===== config.mk =====
export PLATFORM = sky130hd
export DESIGN_NAME = spi_radio_cmd
export DESIGN_NICKNAME = d
export VERILOG_FILES = /design/src/rtl/spi_cmd_pkg.sv /design/src/rtl/spi_mode0_shifter.sv /design/src/rtl/payload_buf.sv /design/src/rtl/spi_radio_cmd.sv
export SDC_FILE = /design/constraint.sdc
export NUM_CORES = 1
export LEC_CHECK = 0
export ABC_AREA = 0
export BUFFER_PORTS_ARGS = -buffer_cell sky130_fd_sc_hd__buf_2
export CORE_UTILIZATION = 35
export CTS_CLUSTER_DIAMETER = 50
export CTS_CLUSTER_SIZE = 25
export DETAILED_ROUTE_END_ITERATION = 8
export SLEW_MARGIN = 5
export SYNTH_ARGS = -nofsm -noshare
export SYNTH_HDL_FRONTEND = slang
export SYNTH_SLANG_ARGS = --single-unit

===== constraint.sdc =====
create_clock -name clk_i -period 5.2 [get_ports clk_i]
set_input_delay 1.56 -clock clk_i [delete_from_list [all_inputs] [get_ports clk_i]]
set_output_delay 1.56 -clock clk_i [all_outputs]
set_load 0.01 [all_outputs]

===== src/rtl/spi_cmd_pkg.sv =====
package spi_cmd_pkg;

  typedef enum logic [2:0] {
    S_IDLE,
    S_SETUP,
    S_NEXT,
    S_XFER,
    S_HOLD,
    S_GAP
  } seq_state_e;

  typedef enum logic [1:0] {
    P_CTS,
    P_CMD,
    P_RPOLL,
    P_RDATA
  } seq_phase_e;

  typedef enum logic [1:0] {
    F_NONE,
    F_DONE,
    F_TMO
  } seq_fin_e;

  localparam logic [7:0] POLL_OPCODE = 8'h44;
  localparam logic [7:0] READY_BYTE  = 8'hFF;

  function automatic int max2(input int a, input int b);
    return (a > b) ? a : b;
  endfunction

endpackage


===== src/rtl/spi_mode0_shifter.sv =====
module spi_mode0_shifter #(
  parameter int CLK_HALF = 2
) (
  input  logic       clk_i,
  input  logic       rst_ni,
  input  logic       start_i,
  input  logic [7:0] tx_i,
  output logic       done_o,
  output logic [7:0] rx_o,
  output logic       sclk_o,
  output logic       mosi_o,
  input  logic       miso_i
);

  localparam int DIV_W = $clog2(CLK_HALF + 1);

  logic             active_q;
  logic             sclk_q;
  logic [DIV_W-1:0] div_q;
  logic [2:0]       bit_q;
  logic [7:0]       tx_sr_q;
  logic [7:0]       rx_sr_q;
  logic             done_q;

  always_ff @(posedge clk_i or negedge rst_ni) begin
    if (!rst_ni) begin
      active_q <= 1'b0;
      sclk_q   <= 1'b0;
      div_q    <= '0;
      bit_q    <= '0;
      tx_sr_q  <= '0;
      rx_sr_q  <= '0;
      done_q   <= 1'b0;
    end else begin
      done_q <= 1'b0;
      if (start_i && !active_q) begin
        active_q <= 1'b1;
        sclk_q   <= 1'b0;
        tx_sr_q  <= tx_i;
        bit_q    <= '0;
        div_q    <= DIV_W'(CLK_HALF - 1);
      end else if (active_q) begin
        if (div_q == '0) begin
          div_q <= DIV_W'(CLK_HALF - 1);
          if (!sclk_q) begin
            sclk_q  <= 1'b1;
            rx_sr_q <= {rx_sr_q[6:0], miso_i};
          end else begin
            sclk_q  <= 1'b0;
            tx_sr_q <= {tx_sr_q[6:0], 1'b0};
            bit_q   <= bit_q + 3'd1;
            if (bit_q == 3'd7) begin
              active_q <= 1'b0;
              done_q   <= 1'b1;
            end
          end
        end else begin
          div_q <= div_q - DIV_W'(1);
        end
      end
    end
  end

  assign done_o = done_q;
  assign rx_o   = rx_sr_q;
  assign sclk_o = sclk_q;
  assign mosi_o = tx_sr_q[7];


  mosi_hold_chk: assert property (@(posedge clk_i) disable iff (!rst_ni)
    (sclk_q && $past(sclk_q)) |-> $stable(mosi_o));


  sclk_rest_chk: assert property (@(posedge clk_i) disable iff (!rst_ni)
    done_o |-> !sclk_o);

endmodule


===== src/rtl/payload_buf.sv =====
module payload_buf #(
  parameter int DEPTH = 16
) (
  input  logic                     clk_i,
  input  logic                     rst_ni,
  input  logic                     lock_i,
  input  logic                     clear_i,
  input  logic                     wr_valid_i,
  input  logic [7:0]               wr_data_i,
  output logic                     wr_ready_o,
  input  logic [$clog2(DEPTH)-1:0] rd_idx_i,
  output logic [7:0]               rd_data_o
);

  localparam int ADDR_W = $clog2(DEPTH);
  localparam int CNT_W  = $clog2(DEPTH + 1);

  logic [7:0]       mem_q [DEPTH];
  logic [CNT_W-1:0] cnt_q;
  logic             wr_en;

  assign wr_ready_o = !lock_i && (cnt_q < CNT_W'(DEPTH));
  assign wr_en      = wr_valid_i && wr_ready_o && !clear_i;

  always_ff @(posedge clk_i or negedge rst_ni) begin
    if (!rst_ni)      cnt_q <= '0;
    else if (clear_i) cnt_q <= '0;
    else if (wr_en)   cnt_q <= cnt_q + CNT_W'(1);
  end

  always_ff @(posedge clk_i) begin
    if (wr_en) mem_q[cnt_q[ADDR_W-1:0]] <= wr_data_i;
  end

  assign rd_data_o = mem_q[rd_idx_i];


  refused_write_chk: assert property (@(posedge clk_i) disable iff (!rst_ni)
    (wr_valid_i && !wr_ready_o && !clear_i) |=> $stable(cnt_q));


  cnt_bound_chk: assert property (@(posedge clk_i) disable iff (!rst_ni)
    cnt_q <= CNT_W'(DEPTH));

endmodule


===== src/rtl/spi_radio_cmd.sv =====
module spi_radio_cmd
  import spi_cmd_pkg::*;
#(
  parameter int CLK_HALF      = 2,
  parameter int CS_SETUP      = 2,
  parameter int CS_HOLD       = 2,
  parameter int FRAME_GAP     = 4,
  parameter int RESP_GAP      = 2500,
  parameter int MAX_POLLS     = 65535,
  parameter int PAYLOAD_DEPTH = 16,
  parameter int RESP_MAX      = 16
) (
  input  logic                               clk_i,
  input  logic                               rst_ni,
  input  logic                               wr_valid_i,
  input  logic [7:0]                         wr_data_i,
  output logic                               wr_ready_o,
  input  logic                               req_valid_i,
  input  logic [7:0]                         req_opcode_i,
  input  logic [$clog2(PAYLOAD_DEPTH+1)-1:0] req_len_i,
  input  logic [$clog2(RESP_MAX+1)-1:0]      req_resp_len_i,
  output logic                               busy_o,
  output logic                               done_o,
  output logic                               timeout_o,
  output logic                               resp_valid_o,
  output logic [7:0]                         resp_data_o,
  output logic                               spi_cs_no,
  output logic                               spi_sclk_o,
  output logic                               spi_mosi_o,
  input  logic                               spi_miso_i
);

  localparam int LEN_W   = $clog2(PAYLOAD_DEPTH + 1);
  localparam int RLEN_W  = $clog2(RESP_MAX + 1);
  localparam int IDX_W   = max2(LEN_W, RLEN_W);
  localparam int ADDR_W  = $clog2(PAYLOAD_DEPTH);
  localparam int POLL_W  = $clog2(MAX_POLLS + 1);
  localparam int TMR_MAX = max2(max2(CS_SETUP, CS_HOLD), max2(FRAME_GAP, RESP_GAP));
  localparam int TMR_W   = $clog2(TMR_MAX + 1);

  seq_state_e        state_q;
  seq_phase_e        phase_q;
  seq_fin_e          fin_q;
  logic              cs_n_q;
  logic [TMR_W-1:0]  tmr_q;
  logic [IDX_W-1:0]  idx_q;
  logic [POLL_W-1:0] polls_q;
  logic [7:0]        opcode_q;
  logic [IDX_W-1:0]  len_q;
  logic [IDX_W-1:0]  rlen_q;
  logic              done_q, tmo_q, rvalid_q;
  logic [7:0]        rdata_q;

  logic              sh_start, sh_done;
  logic [7:0]        sh_tx, sh_rx;
  logic              buf_clear;
  logic [7:0]        buf_rd;
  logic [IDX_W-1:0]  idx_m1;
  logic              last_poll;

  assign busy_o    = (state_q != S_IDLE);
  assign sh_start  = (state_q == S_NEXT);
  assign buf_clear = (state_q == S_HOLD) && (tmr_q == '0) && (fin_q != F_NONE);
  assign idx_m1    = idx_q - IDX_W'(1);
  assign last_poll = (polls_q == POLL_W'(MAX_POLLS - 1));

  always_comb begin
    case (phase_q)
      P_CTS, P_RPOLL: sh_tx = (idx_q == '0) ? POLL_OPCODE : 8'h00;
      P_CMD:          sh_tx = (idx_q == '0) ? opcode_q : buf_rd;
      default:        sh_tx = 8'h00;
    endcase
  end

  payload_buf #(
    .DEPTH(PAYLOAD_DEPTH)
  ) i_payload_buf (
    .clk_i      (clk_i),
    .rst_ni     (rst_ni),
    .lock_i     (busy_o),
    .clear_i    (buf_clear),
    .wr_valid_i (wr_valid_i),
    .wr_data_i  (wr_data_i),
    .wr_ready_o (wr_ready_o),
    .rd_idx_i   (idx_m1[ADDR_W-1:0]),
    .rd_data_o  (buf_rd)
  );

  spi_mode0_shifter #(
    .CLK_HALF(CLK_HALF)
  ) i_shifter (
    .clk_i   (clk_i),
    .rst_ni  (rst_ni),
    .start_i (sh_start),
    .tx_i    (sh_tx),
    .done_o  (sh_done),
    .rx_o    (sh_rx),
    .sclk_o  (spi_sclk_o),
    .mosi_o  (spi_mosi_o),
    .miso_i  (spi_miso_i)
  );

  always_ff @(posedge clk_i or negedge rst_ni) begin
    if (!rst_ni) begin
      state_q  <= S_IDLE;
      phase_q  <= P_CTS;
      fin_q    <= F_NONE;
      cs_n_q   <= 1'b1;
      tmr_q    <= '0;
      idx_q    <= '0;
      polls_q  <= '0;
      opcode_q <= '0;
      len_q    <= '0;
      rlen_q   <= '0;
      done_q   <= 1'b0;
      tmo_q    <= 1'b0;
      rvalid_q <= 1'b0;
      rdata_q  <= '0;
    end else begin
      done_q   <= 1'b0;
      tmo_q    <= 1'b0;
      rvalid_q <= 1'b0;
      case (state_q)
        S_IDLE: begin
          if (req_valid_i) begin
            opcode_q <= req_opcode_i;
            len_q    <= (req_len_i > LEN_W'(PAYLOAD_DEPTH)) ?
                        IDX_W'(PAYLOAD_DEPTH) : IDX_W'(req_len_i);
            rlen_q   <= (req_resp_len_i > RLEN_W'(RESP_MAX)) ?
                        IDX_W'(RESP_MAX) : IDX_W'(req_resp_len_i);
            phase_q  <= P_CTS;
            fin_q    <= F_NONE;
            polls_q  <= '0;
            idx_q    <= '0;
            cs_n_q   <= 1'b0;
            tmr_q    <= TMR_W'(CS_SETUP);
            state_q  <= S_SETUP;
          end
        end
        S_SETUP: begin
          if (tmr_q == '0) state_q <= S_NEXT;
          else             tmr_q   <= tmr_q - TMR_W'(1);
        end
        S_NEXT: state_q <= S_XFER;
        S_XFER: begin
          if (sh_done) begin
            case (phase_q)
              P_CTS, P_RPOLL: begin
                if (idx_q == '0) begin
                  idx_q   <= IDX_W'(1);
                  state_q <= S_NEXT;
                end else if (sh_rx == READY_BYTE) begin
                  idx_q <= '0;
                  if (phase_q == P_CTS) begin
                    phase_q <= P_CMD;
                    tmr_q   <= TMR_W'(CS_HOLD);
                    state_q <= S_HOLD;
                  end else begin
                    // stay selected, data follows in this frame
                    phase_q <= P_RDATA;
                    state_q <= S_NEXT;
                  end
                end else begin
                  idx_q   <= '0;
                  polls_q <= polls_q + POLL_W'(1);
                  if (last_poll) fin_q <= F_TMO;
                  tmr_q   <= TMR_W'(CS_HOLD);
                  state_q <= S_HOLD;
                end
              end
              P_CMD: begin
                if (idx_q == len_q) begin
                  fin_q   <= (rlen_q == '0) ? F_DONE : F_NONE;
                  phase_q <= P_RPOLL;
                  polls_q <= '0;
                  idx_q   <= '0;
                  tmr_q   <= TMR_W'(CS_HOLD);
                  state_q <= S_HOLD;
                end else begin
                  idx_q   <= idx_q + IDX_W'(1);
                  state_q <= S_NEXT;
                end
              end
              default: begin
                rvalid_q <= 1'b1;
                rdata_q  <= sh_rx;
                if (idx_q == rlen_q - IDX_W'(1)) begin
                  fin_q   <= F_DONE;
                  tmr_q   <= TMR_W'(CS_HOLD);
                  state_q <= S_HOLD;
                end else begin
                  idx_q   <= idx_q + IDX_W'(1);
                  state_q <= S_NEXT;
                end
              end
            endcase
          end
        end
        S_HOLD: begin
          if (tmr_q == '0) begin
            cs_n_q <= 1'b1;
            case (fin_q)
              F_DONE: begin
                done_q  <= 1'b1;
                state_q <= S_IDLE;
              end
              F_TMO: begin
                tmo_q   <= 1'b1;
                state_q <= S_IDLE;
              end
              default: begin
                tmr_q   <= (phase_q == P_RPOLL && polls_q != '0) ?
                           TMR_W'(RESP_GAP) : TMR_W'(FRAME_GAP);
                state_q <= S_GAP;
              end
            endcase
          end else begin
            tmr_q <= tmr_q - TMR_W'(1);
          end
        end
        S_GAP: begin
          if (tmr_q == '0) begin
            cs_n_q  <= 1'b0;
            tmr_q   <= TMR_W'(CS_SETUP);
            state_q <= S_SETUP;
          end else begin
            tmr_q <= tmr_q - TMR_W'(1);
          end
        end
        default: state_q <= S_IDLE;
      endcase
    end
  end

  assign done_o       = done_q;
  assign timeout_o    = tmo_q;
  assign resp_valid_o = rvalid_q;
  assign resp_data_o  = rdata_q;
  assign spi_cs_no    = cs_n_q;


  sclk_idle_chk: assert property (@(posedge clk_i) disable iff (!rst_ni)
    spi_cs_no |-> !spi_sclk_o);


  end_excl_chk: assert property (@(posedge clk_i) disable iff (!rst_ni)
    !(done_o && timeout_o));


  busy_fall_chk: assert property (@(posedge clk_i) disable iff (!rst_ni)
    $fell(busy_o) |-> (done_o || timeout_o));


  tmo_deselect_chk: assert property (@(posedge clk_i) disable iff (!rst_ni)
    timeout_o |-> spi_cs_no);


  resp_in_frame_chk: assert property (@(posedge clk_i) disable iff (!rst_ni)
    resp_valid_o |-> !spi_cs_no);


  cs_busy_chk: assert property (@(posedge clk_i) disable iff (!rst_ni)
    !spi_cs_no |-> busy_o);

endmodule


After elaboration in Yosys (flattened, before gate mapping)
Memory sizes are Yosys's and may differ from the RTL's.
Cells that the tools add are included.

operators by class
  add/subtract/negate cells = 8
  order comparisons = 3
  equality and inequality tests = 30
  multiplexer cells = 105
  bitwise gates (word level) = 3
  reduce and logical (&&, ||, !) cells = 41

operator list
  cell                     count
  $mux W12                 12
  $mux W16                 5
  $pmux W16 S2             2
  $pmux W12 S5             1
  $mux W3                  15
  $mux W5                  8
  $mux W8                  5
  $mux W1                  30
  $mux W2                  15
  $pmux W12 S2             1
  $ne A3 B3 Y1 const B     7
  $pmux W5 S2              2
  $pmux W3 S6              1
  $add A16 B1 Y16 const B  1
  $eq A16 B16 Y1 const B   1
  $pmux W2 S2              4
  $pmux W8 S2              1
  $reduce_bool A16 Y1      1
  $reduce_and A7 Y1        2
  $logic_not A12 Y1        1
  $ne A4 B4 Y1 const B     3
  $reduce_and A4 Y1        3
  $reduce_bool A2 Y1       6
  $sub A12 B1 Y12 const B  1
  34 further kinds         62

storage, ports and cells
  register bits = 99
  RAM bits = 128
  output and inout bits = 16
  memories kept = 1

memory list
  memory               words  width  rd ports  clocked after Yosys merged registers in  wr ports  line               text
  i_payload_buf.mem_q  16     8      1         0                                        1         payload_buf.sv:18  logic [7:0] mem_q [DEPTH];

Depth between registers and ports, before layout
Gate-level depths: netlist (run 1).

  depth in word-level cells = 7
  mapped depth = 11
  depth with buffers taken out = 8

Modules after synthesis
Synthesis (run 1) repeated with hierarchy kept, for this count alone.

second synthesis, totals
  cells, all modules = 786
  area, all modules = 10567.6 sq um

by module, submodules not included
  module             instances  cells each  area each (sq um)  seq. area each (sq um)
  payload_buf        1          250         5287.6             3968.8
  spi_radio_cmd      1          454         4250.3             1752.9
  spi_mode0_shifter  1          82          1029.7             600.6

Worst setup path before layout (run 1)
No wires, ideal clock.

  path type = in2reg
  start = input req_valid_i
  end = register polls_q[6]
  setup time = 0.069 ns
  arrival = 3.045 ns
  data required time = 5.131 ns
  slack = 2.086 ns
  stages = 6
  path through = or3b_4 a21oi_4 o31a_2 nand2_2 or4_1 nand3_1

on the way
  cells in the longest elaborated chain, start to end = 2

RTL lines
  item                         line                  text
  from (decl)                  spi_radio_cmd.sv:18   input logic req_valid_i,
  $ne A2 B2 Y1 (no line)       -
  $reduce_and A7 Y1 (no line)  -
  to (signal assigned)         spi_radio_cmd.sv:165  polls_q <= polls_q + POLL_W'(1);
  to (decl)                    spi_radio_cmd.sv:47   logic [POLL_W-1:0] polls_q;

No other way between the ends.
A chain may end at the register's enable or synchronous reset.

Final worst setup path (run 1)
  start = register state_q[0]
  end = output wr_ready_o

on the way
  cells in the longest elaborated chain, start to end = 3

RTL lines
  item                    line                  text
  from (decl)             spi_radio_cmd.sv:41   seq_state_e state_q;
  from (signal assigned)  spi_radio_cmd.sv:105  state_q <= S_IDLE;
  from (signal assigned)  spi_radio_cmd.sv:137  state_q <= S_SETUP;
  from (signal assigned)  spi_radio_cmd.sv:141  if (tmr_q == '0) state_q <= S_NEXT;
  $reduce_bool A3 Y1      spi_radio_cmd.sv:61   assign busy_o = (state_q != S_IDLE);
  $logic_not A1 Y1        payload_buf.sv:22     assign wr_ready_o = !lock_i && (cnt_q < CNT_W'(DEPTH));
  $logic_and A1 B1 Y1     payload_buf.sv:22
  to (decl)               spi_radio_cmd.sv:17   output logic wr_ready_o,

No other way between the ends.

==> reports/metrics.json, run 1 <==
{
  "numCtsBuffers": 29,
  "critPathMaxStageDelay_ns": 0.61,
  "global_route.usage.total_pct": 14.77,
  "area_growth_syn_to_layout_pct": 15.97,
  "ys_warn_count": 0,
  "clk_sinks": 227,
  "cp-end-kind": "output port",
  "die_y_um": 174.8,
  "port_buffers": 46,
  "pwr_density_cell_mw_per_mm2": 340.8,
  "yosysTopAreaCellShare_pct": 36.78,
  "number_of_antenna_violations_at_the_first_check_in_global_routing": 0,
  "final_net_count": 857,
  "timing.setup.critical_path_class": "flip-flop to output port",
  "crit_path_top_delay_cell": "sky130_fd_sc_hd__dfrtp_1",
  "grt_pass1_vias": 6475,
  "num_vias": 6433,
  "timing.final.crit_share_pct": 71.22,
  "clock_insertion_delay_worst_skew_ns": 0.56,
  "post_synth_num_cell_types": 74,
  "internal_reg_to_reg_setup_slack_ns": 2.19,
  "grt_setup_unrepaired": "no",
  "clk_root_buffer_cell": "sky130_fd_sc_hd__clkbuf_16",
  "cap_viol_max_count": 0,
  "die_w_um": 174.8,
  "synthesis.nets": 810,
  "ctsResizeCount": 0,
  "tightest_slew_ns": 1.206,
  "cts_tree": "done",
  "totalNegativeSetupSlack_ns": 0,
  "floorplan.die_area_mm2": 0.03055,
  "synth_async_sr_flop_share_pct": 43.61,
  "ioPinCount": 47,
  "route.detailed.wl_per_inst_um": 17.98,
  "cts.reportedPaths.clkPinSlew_ns": 0.05,
  "slew_headroom_pct": 18.99,
  "synth_cells": 761,
  "worst_skew_ns": 0.02781,
  "start_util_pct": 36.02,
  "critical_path_arrival_ns": 2.14,
  "detail_route.drc_violations": 0,
  "nFillCells": 2692,
  "synth_area_leaders": "sky130_fd_sc_hd__edfxtp_1 (37%), sky130_fd_sc_hd__dfrtp_1 (23%), sky130_fd_sc_hd__mux4_2 (7.5%)",
  "globalRoute.totalOverflow": 0,
  "result_of_the_run": "finished clean",
  "grt_max_degree": 54,
  "hp-class": "flip-flop to flip-flop",
  "antenna_left": 0,
  "critical_path.startpoint_type": "flip-flop",
  "insertedDiodeCount": 0,
  "netlist_area_before_placement_mm2": 0.01045,
  "detailed_place.area_mm2": 0.01105,
  "timing.critical_path.required_ns": 3.64,
  "timing.critical_path.buf_inv": 2,
  "first_pass_iters": 5,
  "achievable-frequency_ghz": 0.2700,
  "routed_wirelength_um": 21840,
  "detail_route.vias_per_cell": 5.295,
  "edff_count_synth": 128,
  "synthFlopType": "sky130_fd_sc_hd__edfxtp_1",
  "synth_area_leader_cell": "sky130_fd_sc_hd__edfxtp_1",
  "numPlacedInstances": 1161,
  "critical-path-top-delay-family": "simple AND/OR/NAND/NOR gates",
  "power_leakage_uw": 0.004777,
  "place.detailed.hpwl_um": 14670,
  "timing_hold_violations_final": 0,
  "drive_above_1_share_pct": 22.50,
  "core_region_area_mm2": 0.02901,
  "cts.path.max_buffers": 3,
  "synth_area_per_cell_um2": 13.73,
  "routabilityCongestion": 0.7899,
  "finalSetupViolCount": 0,
  "wire_length_of_the_first_global_routing_pass_um": 35830,
  "final_cell_count_no_fill": 1215,
  "fin_crit_ns": 3.703,
  "ys_seq_area_share_pct": 60.50,
  "timing.final.max_slew_violations": 0,
  "post_cts_buffers": 0,
  "number_of_rows_in_the_core_area": 62,
  "final_cell_area_mm2": 0.01212,
  "total_number_of_h_tree_levels": 1,
  "vdd_drop_max_mv": 0.3004,
  "crit_fanout": 20,
  "hold_buffers": 0,
  "detailedRoute.firstIterationViolations": 479,
  "critical_path.cell_chain": "nor3_1, inv_1, nor2_1, buf_2",
  "flip_flop_and_latch_count_after_synthesis": 227
}
-- layout by cell type, fill, tap and decap left out, drive strengths merged, types with 5 or more instances in the layout --
cell type | Yosys | final
o211ai | 6 | 6
nand2b | 19 | 19
and3 | 7 | 7
nand2 | 47 | 47
and4 | 5 | 5
o21ai | 40 | 40
nor2 | 54 | 54
o22ai | 9 | 9
mux4 | 40 | 40
clkinv | 0 | 7
xor2 | 11 | 11
nand3 | 12 | 12
o22a | 5 | 5
inv | 25 | 36
a21oi | 25 | 25
buf | 16 | 50
and2 | 10 | 10
clkbuf | 18 | 32
nor3 | 22 | 22
xnor2 | 10 | 10
edfxtp | 128 | 128
o31ai | 17 | 17
mux2 | 30 | 30
dfrtp | 98 | 98
ha | 18 | 18
mux2i | 11 | 11
nand4 | 10 | 10
nor4 | 8 | 8
-- worst paths after layout --
path | end | cells after the start | startpoint
max reg2reg | tmr_q[3]$_DFFE_PN0P_ | 6 | state_q[0]$_DFFE_PN0P_
min in group asynchronous | tmr_q[5]$_DFFE_PN0P_ | 1 | rst_ni
max in group asynchronous | rlen_q[1]$_DFFE_PN0P_ | 2 | rst_ni
max | wr_ready_o | 4 | state_q[0]$_DFFE_PN0P_
min | resp_data_o[7]$_DFFE_PN0P_ | 1 | resp_data_o[7]$_DFFE_PN0P_
min reg2reg | resp_data_o[7]$_DFFE_PN0P_ | 1 | resp_data_o[7]$_DFFE_PN0P_
-- flip-flops by register name, summed over array words and instances (netlist names), 3 cells and up --
register and flops:
i_payload_buf.mem_q 128, polls_q 16, tmr_q 12, i_shifter.rx_o 8
i_shifter.tx_sr_q 8, opcode_q 8, resp_data_o 8, i_payload_buf.cnt_q 5
idx_q 5, len_q 5, rlen_q 5, i_shifter.bit_q 3
state_q 3
-- cells in the mapped netlist (3+ instances only) --
cell type                  instances
sky130_fd_sc_hd__clkbuf_1         18
sky130_fd_sc_hd__dfrtp_1          98
sky130_fd_sc_hd__nand4_1          10
sky130_fd_sc_hd__mux4_1            5
sky130_fd_sc_hd__o22ai_1           9
sky130_fd_sc_hd__o211ai_1          6
sky130_fd_sc_hd__xor2_1           10
sky130_fd_sc_hd__and2_1            9
sky130_fd_sc_hd__a22o_1            3
sky130_fd_sc_hd__inv_1            25
sky130_fd_sc_hd__buf_2            10
sky130_fd_sc_hd__or3_1             4
sky130_fd_sc_hd__or4_1             3
sky130_fd_sc_hd__ha_1             18
sky130_fd_sc_hd__a31oi_1           4
sky130_fd_sc_hd__o31ai_1          17
sky130_fd_sc_hd__nand2b_1         19
sky130_fd_sc_hd__and4_1            5
sky130_fd_sc_hd__o22a_1            5
sky130_fd_sc_hd__mux4_2           35
sky130_fd_sc_hd__and3_1            7
sky130_fd_sc_hd__mux2i_1          11
sky130_fd_sc_hd__xnor2_1           9
sky130_fd_sc_hd__o21ai_0          39
sky130_fd_sc_hd__buf_6             3
sky130_fd_sc_hd__nor2_1           54
sky130_fd_sc_hd__a21o_1            3
sky130_fd_sc_hd__o21a_1            3
sky130_fd_sc_hd__mux2_2           30
sky130_fd_sc_hd__nor3_1           22
sky130_fd_sc_hd__nand3_1          12
sky130_fd_sc_hd__a21oi_1          24
sky130_fd_sc_hd__nand3b_1          4
sky130_fd_sc_hd__nand2_1          46
sky130_fd_sc_hd__edfxtp_1        128
sky130_fd_sc_hd__nor4_1            6
-- metal layers --
layer  up-vias  track usage (%)  part of all wire (%)
met3        36            2.611                   4.1
met5         -                0                     0
met1      3235            19.44                    43
li1       3020                -                     -
met2       142            24.69                    50
met4         0            4.819                   2.6
-- cell families (layout without fill, tap and decap cells) --
group	Yosys count	after routing	synth area share (%)
muxes	81	81	13.09
DFF	227	227	60.50
and+or+nand+nor	217	217	10.88
xor gates and xnor gates	21	21	1.904
AOI/OAI and AO/OA	138	138	8.980
adders and majority gates	18	18	2.155
buffers and inverters	59	129	2.490
-- per-stage QoR --
stage / setup slack (ns) / total power (uW) / hold slack [ns] / utilization, %
after global placement: 1.698 / 1999 / 0.4690 / 38.08
final: 1.497 / 4130 / 0.4993 / 41.77
after global routing: 1.378 / 4255 / 0.5219 / 41.77
after CTS: 1.446 / 4188 / 0.4992 / 41.77
after detailed placement: 1.647 / 2000 / 0.4807 / 38.08
after floorplan: 2.086 / 1953 / 0.4496 / -
-- final cells by class --
class,instances,area [um^2],area share [%]
sequential,227,6324,52.18
inverter,25,93.84,0.7743
clock inverter,22,324.1,2.674
timing repair buffer,50,275.3,2.271
tap,384,480.5,3.964
multi-input combinational,475,3875,31.97
clock buffer,32,747.0,6.164
-- power by group --
| part | leakage, uW | internal, uW | switching (uW) |
|---|---|---|---|
| clock network | 0.000523 | 1290 | 876 |
| registers | 0.00246 | 1910 | 3.65 |
| logic | 0.00179 | 14.2 | 35.2 |
(Power assumes the default switching activity.)
==> run 2, diff against run 1 <==
==> constraint.sdc (replaced) <==
create_clock -name clk_i -period 3.75 [get_ports clk_i]
set_input_delay 1.125 -clock clk_i [delete_from_list [all_inputs] [get_ports clk_i]]
set_output_delay 1.125 -clock clk_i [all_outputs]
set_load 0.01 [all_outputs]
==> run 2 against run 1 <==
  * Via count fell by 1.6%
  * Clock power rose by 19%
  * Total power increased by 28%
  * Sequential power increased by 39%
  * Sequential share of layout area rose by 0.15 points
  * Clock skew increased by 0.0074 ns
  * First-iteration DRC count decreased by 22%
  * Worst hold slack gained 0.00084 ns
  * Clock-buffer cell count is 6 lower
  * Cell count increased by 0.99%
  * Register-to-register slack worse by 1.3 ns
==> reports/metrics.json, run 2 (same netlist as run 1, synthesis figures left out) <==
{
  "result_of_the_run": "finished clean",
  "start_util": {"value": 36.02, "unit": "%", "change": "unchanged"},
  "totalNegativeSetupSlack": {"value": 0, "unit": "ns", "change": "unchanged"},
  "ctsResizeCount": {"value": 0, "change": "unchanged"},
  "detailed_place.area": {"value": 0.01118, "unit": "mm^2", "change": "+1.2%"},
  "number_of_antenna_violations_at_the_first_check_in_global_routing": {"value": 0, "change": "unchanged"},
  "worst_skew": {"value": 0.03525, "unit": "ns", "change": "+0.007445 ns"},
  "numPlacedInstances": {"value": 1179, "change": "+1.6%"},
  "global_route.usage.total": {"value": 14.38, "unit": "%", "change": "-0.39 points"},
  "die_w": {"value": 174.8, "unit": "um", "change": "unchanged"},
  "worstReg2RegStart": "state_q[0]$_DFFE_PN0P_",
  "final_cell_count_no_fill": {"value": 1227, "change": "+0.99%"},
  "timing.setup.critical_path_class": "flip-flop to output port",
  "post_cts_buffers": {"value": 0, "change": "unchanged"},
  "mostFrequentLayoutCell": "sky130_fd_sc_hd__edfxtp_1",
  "power.combinational.fraction": {"value": 1.3, "unit": "%", "change": "about the same"},
  "fin_ws": {"value": 0.4703, "unit": "ns", "change": "-1.026 ns"},
  "numCtsBuffers": {"value": 26, "change": "-10%"},
  "place_ws": {"value": 0.6348, "unit": "ns", "change": "-1.012 ns"},
  "cts.reportedPaths.clkPinSlew": {"value": 0.06, "unit": "ns", "change": "about the same"},
  "clk_root_buffer_cell": "sky130_fd_sc_hd__clkbuf_16",
  "floorplan.die_area": {"value": 0.03055, "unit": "mm^2", "change": "unchanged"},
  "crit_fanout": {"value": 20, "change": "unchanged"},
  "crit_start": "state_q[0]$_DFFE_PN0P_",
  "cp-end-kind": "output port",
  "cap_viol_max_count": {"value": 0, "change": "unchanged"},
  "hp-start": "resp_data_o[7]$_DFFE_PN0P_",
  "pwr-share-clk": {"value": 48.8, "unit": "%", "change": "-3.7 points"},
  "nFillCells": {"value": 2692, "change": "unchanged"},
  "globalRoute.totalOverflow": {"value": 0, "change": "unchanged"},
  "die_y": {"value": 174.8, "unit": "um", "change": "unchanged"},
  "pwr_density_cell": {"value": 438.9, "unit": "mW/mm^2", "change": "+29%"},
  "tightest_slew": {"value": 1.241, "unit": "ns", "change": "+0.03556 ns"},
  "fin_crit_ns": 3.280,
  "detailedRoute.firstIterationViolations": {"value": 372, "change": "-22%"},
  "intPower": {"value": 4048, "unit": "uW", "change": "+26%"},
  "timing.final.crit_share_pct": 87.46,
  "critPathMaxStageDelay": {"value": 0.60, "unit": "ns", "change": "about the same"},
  "timing.critical_path.required": {"value": 2.62, "unit": "ns", "change": "-1.02 ns"},
  "place.detailed.hpwl": {"value": 14820, "unit": "um", "change": "+0.99%"},
  "hp-class": "flip-flop to flip-flop",
  "timing_hold_violations_final": {"value": 0, "change": "unchanged"},
  "routed_wirelength": {"value": 21520, "unit": "um", "change": "-1.5%"},
  "antenna_left": {"value": 0, "change": "unchanged"},
  "number_of_rows_in_the_core_area": {"value": 62, "change": "unchanged"},
  "slew_headroom": {"value": 16.60, "unit": "%", "change": "-2.4 points"},
  "routabilityCongestion": {"value": 0.7926, "change": "+0.34%"},
  "timing.final.max_slew_violations": {"value": 0, "change": "unchanged"},
  "power_leakage": {"value": 0.004788, "unit": "uW", "change": "+0.22%"},
  "grt_max_degree": {"value": 44, "change": "-19%"},
  "area_growth_syn_to_layout_pct": 15.64,
  "clk_sinks": {"value": 227, "change": "unchanged"},
  "drive_above_1_share": {"value": 23.61, "unit": "%", "change": "+1.1 points"},
  "cts.path.max_buffers": {"value": 3, "change": "unchanged"},
  "total_number_of_h_tree_levels": {"value": 1, "change": "unchanged"},
  "route.detailed.wl_per_inst": {"value": 17.54, "unit": "um", "change": "-2.4%"},
  "core_region_area": {"value": 0.02901, "unit": "mm^2", "change": "unchanged"},
  "detail_route.drc_violations": {"value": 0, "change": "unchanged"},
  "crit_path_top_delay_cell": "sky130_fd_sc_hd__dfrtp_1",
  "largest_register_ffs": {"value": 128, "change": "unchanged"},
  "final_net_count": {"value": 872, "change": "+1.8%"},
  "insertedDiodeCount": {"value": 0, "change": "unchanged"},
  "grt_setup_unrepaired": "no",
  "grt_pass1_vias": {"value": 6343, "change": "-2.0%"},
  "first_pass_iters": {"value": 5, "change": "unchanged"},
  "power_frac_seq": {"value": 49.9, "unit": "%", "change": "+3.6 points"},
  "cts_tree": "done",
  "ioPinCount": {"value": 47, "change": "unchanged"},
  "switching_share": {"value": 23.68, "unit": "%", "change": "+1.5 points"},
  "critical_path.startpoint_type": "flip-flop",
  "wire_length_of_the_first_global_routing_pass": {"value": 34990, "unit": "um", "change": "-2.3%"},
  "clock_insertion_delay_worst_skew": {"value": 0.55, "unit": "ns", "change": "about the same"},
  "detail_route.vias_per_cell": {"value": 5.160, "change": "-2.5%"},
  "vdd_drop_max": {"value": 0.3312, "unit": "mV", "change": "+10%"},
  "net-switching-power": {"value": 1256, "unit": "uW", "change": "+37%"},
  "hold_buffers": {"value": 0, "change": "unchanged"},
  "achievable-frequency_ghz": 0.3049,
  "final_cell_mix": "sky130_fd_sc_hd__edfxtp_1 (128), sky130_fd_sc_hd__dfrtp_1 (97), sky130_fd_sc_hd__nor2_1 (54)",
  "num_vias": {"value": 6331, "change": "-1.6%"},
  "final_cell_area": {"value": 0.01208, "unit": "mm^2", "change": "-0.29%"},
  "critical_path_arrival": {"value": 2.15, "unit": "ns", "change": "about the same"},
  "critical_path.cell_chain": "nor3_1, inv_1, nor2_1, buf_2",
  "finalSetupViolCount": {"value": 0, "change": "unchanged"},
  "port_buffers": {"value": 46, "change": "unchanged"}
}
-- run 2: worst paths after layout --
path,endpoint,slack [ns],cells after the start
min in group asynchronous,tmr_q[10]$_DFFE_PN0P_,0.59,1
setup / recovery,wr_ready_o,0.47,4
hold / removal,resp_data_o[7]$_DFFE_PN0P_,0.50,1
setup reg to reg,tmr_q[11]$_DFFE_PN0P_,0.89,6
max in group asynchronous,spi_cs_no$_DFFE_PN1P_,2.52,2
hold reg to reg,resp_data_o[7]$_DFFE_PN0P_,0.50,1
-- run 2: area by class of cell --
| type | instances | area (um^2) | share of cell area, % |
|---|---|---|---|
| Sequential cell | 227 | 6324 | 52.33 |
| Multi-Input combinational cell | 475 | 3872 | 32.05 |
| Clock buffer | 26 | 650.6 | 5.384 |
| Tap cell | 384 | 480.5 | 3.976 |
| Timing Repair Buffer | 68 | 410.4 | 3.396 |
| Clock inverter | 22 | 252.7 | 2.092 |
| Inverter | 25 | 93.84 | 0.7766 |
-- run 2: layer usage --
layer	vias to the layer above	GRT usage [%]	wire length, um
met1	3177	19.46	9659
li1	3040	-	-
met3	19	2.393	821
met4	0	3.080	228
met5	-	0	0
met2	95	24.29	10810
-- run 2: stage by stage --
step | hold slack, ns | total power [uW] | util (%)
3_3_place_gp | 0.4680 | 2773 | 38.54
6_report | 0.5002 | 5304 | 41.65
3_5_place_dp | 0.4895 | 2774 | 38.54
2_1_floorplan | 0.4496 | 2708 | -
5_1_grt | 0.5323 | 5479 | 41.65
4_1_cts | 0.5038 | 5385 | 41.65
-- run 2: power groups by stage --
stage	logic (uW)	clock network, uW	registers (uW)
2_1_floorplan	8.04	0	2700
6_report	69.9	2590	2650
3_5_place_dp	73.6	0	2700
5_1_grt	81.1	2750	2650
3_3_place_gp	72.1	0	2700
4_1_cts	73.8	2660	2650
-- run 2: critical path: cells and delay by family, from the launching register on --
family        cells  cell delay (ns)
flops             1             0.60
buf+inv           2             0.33
simple gates      2             0.71
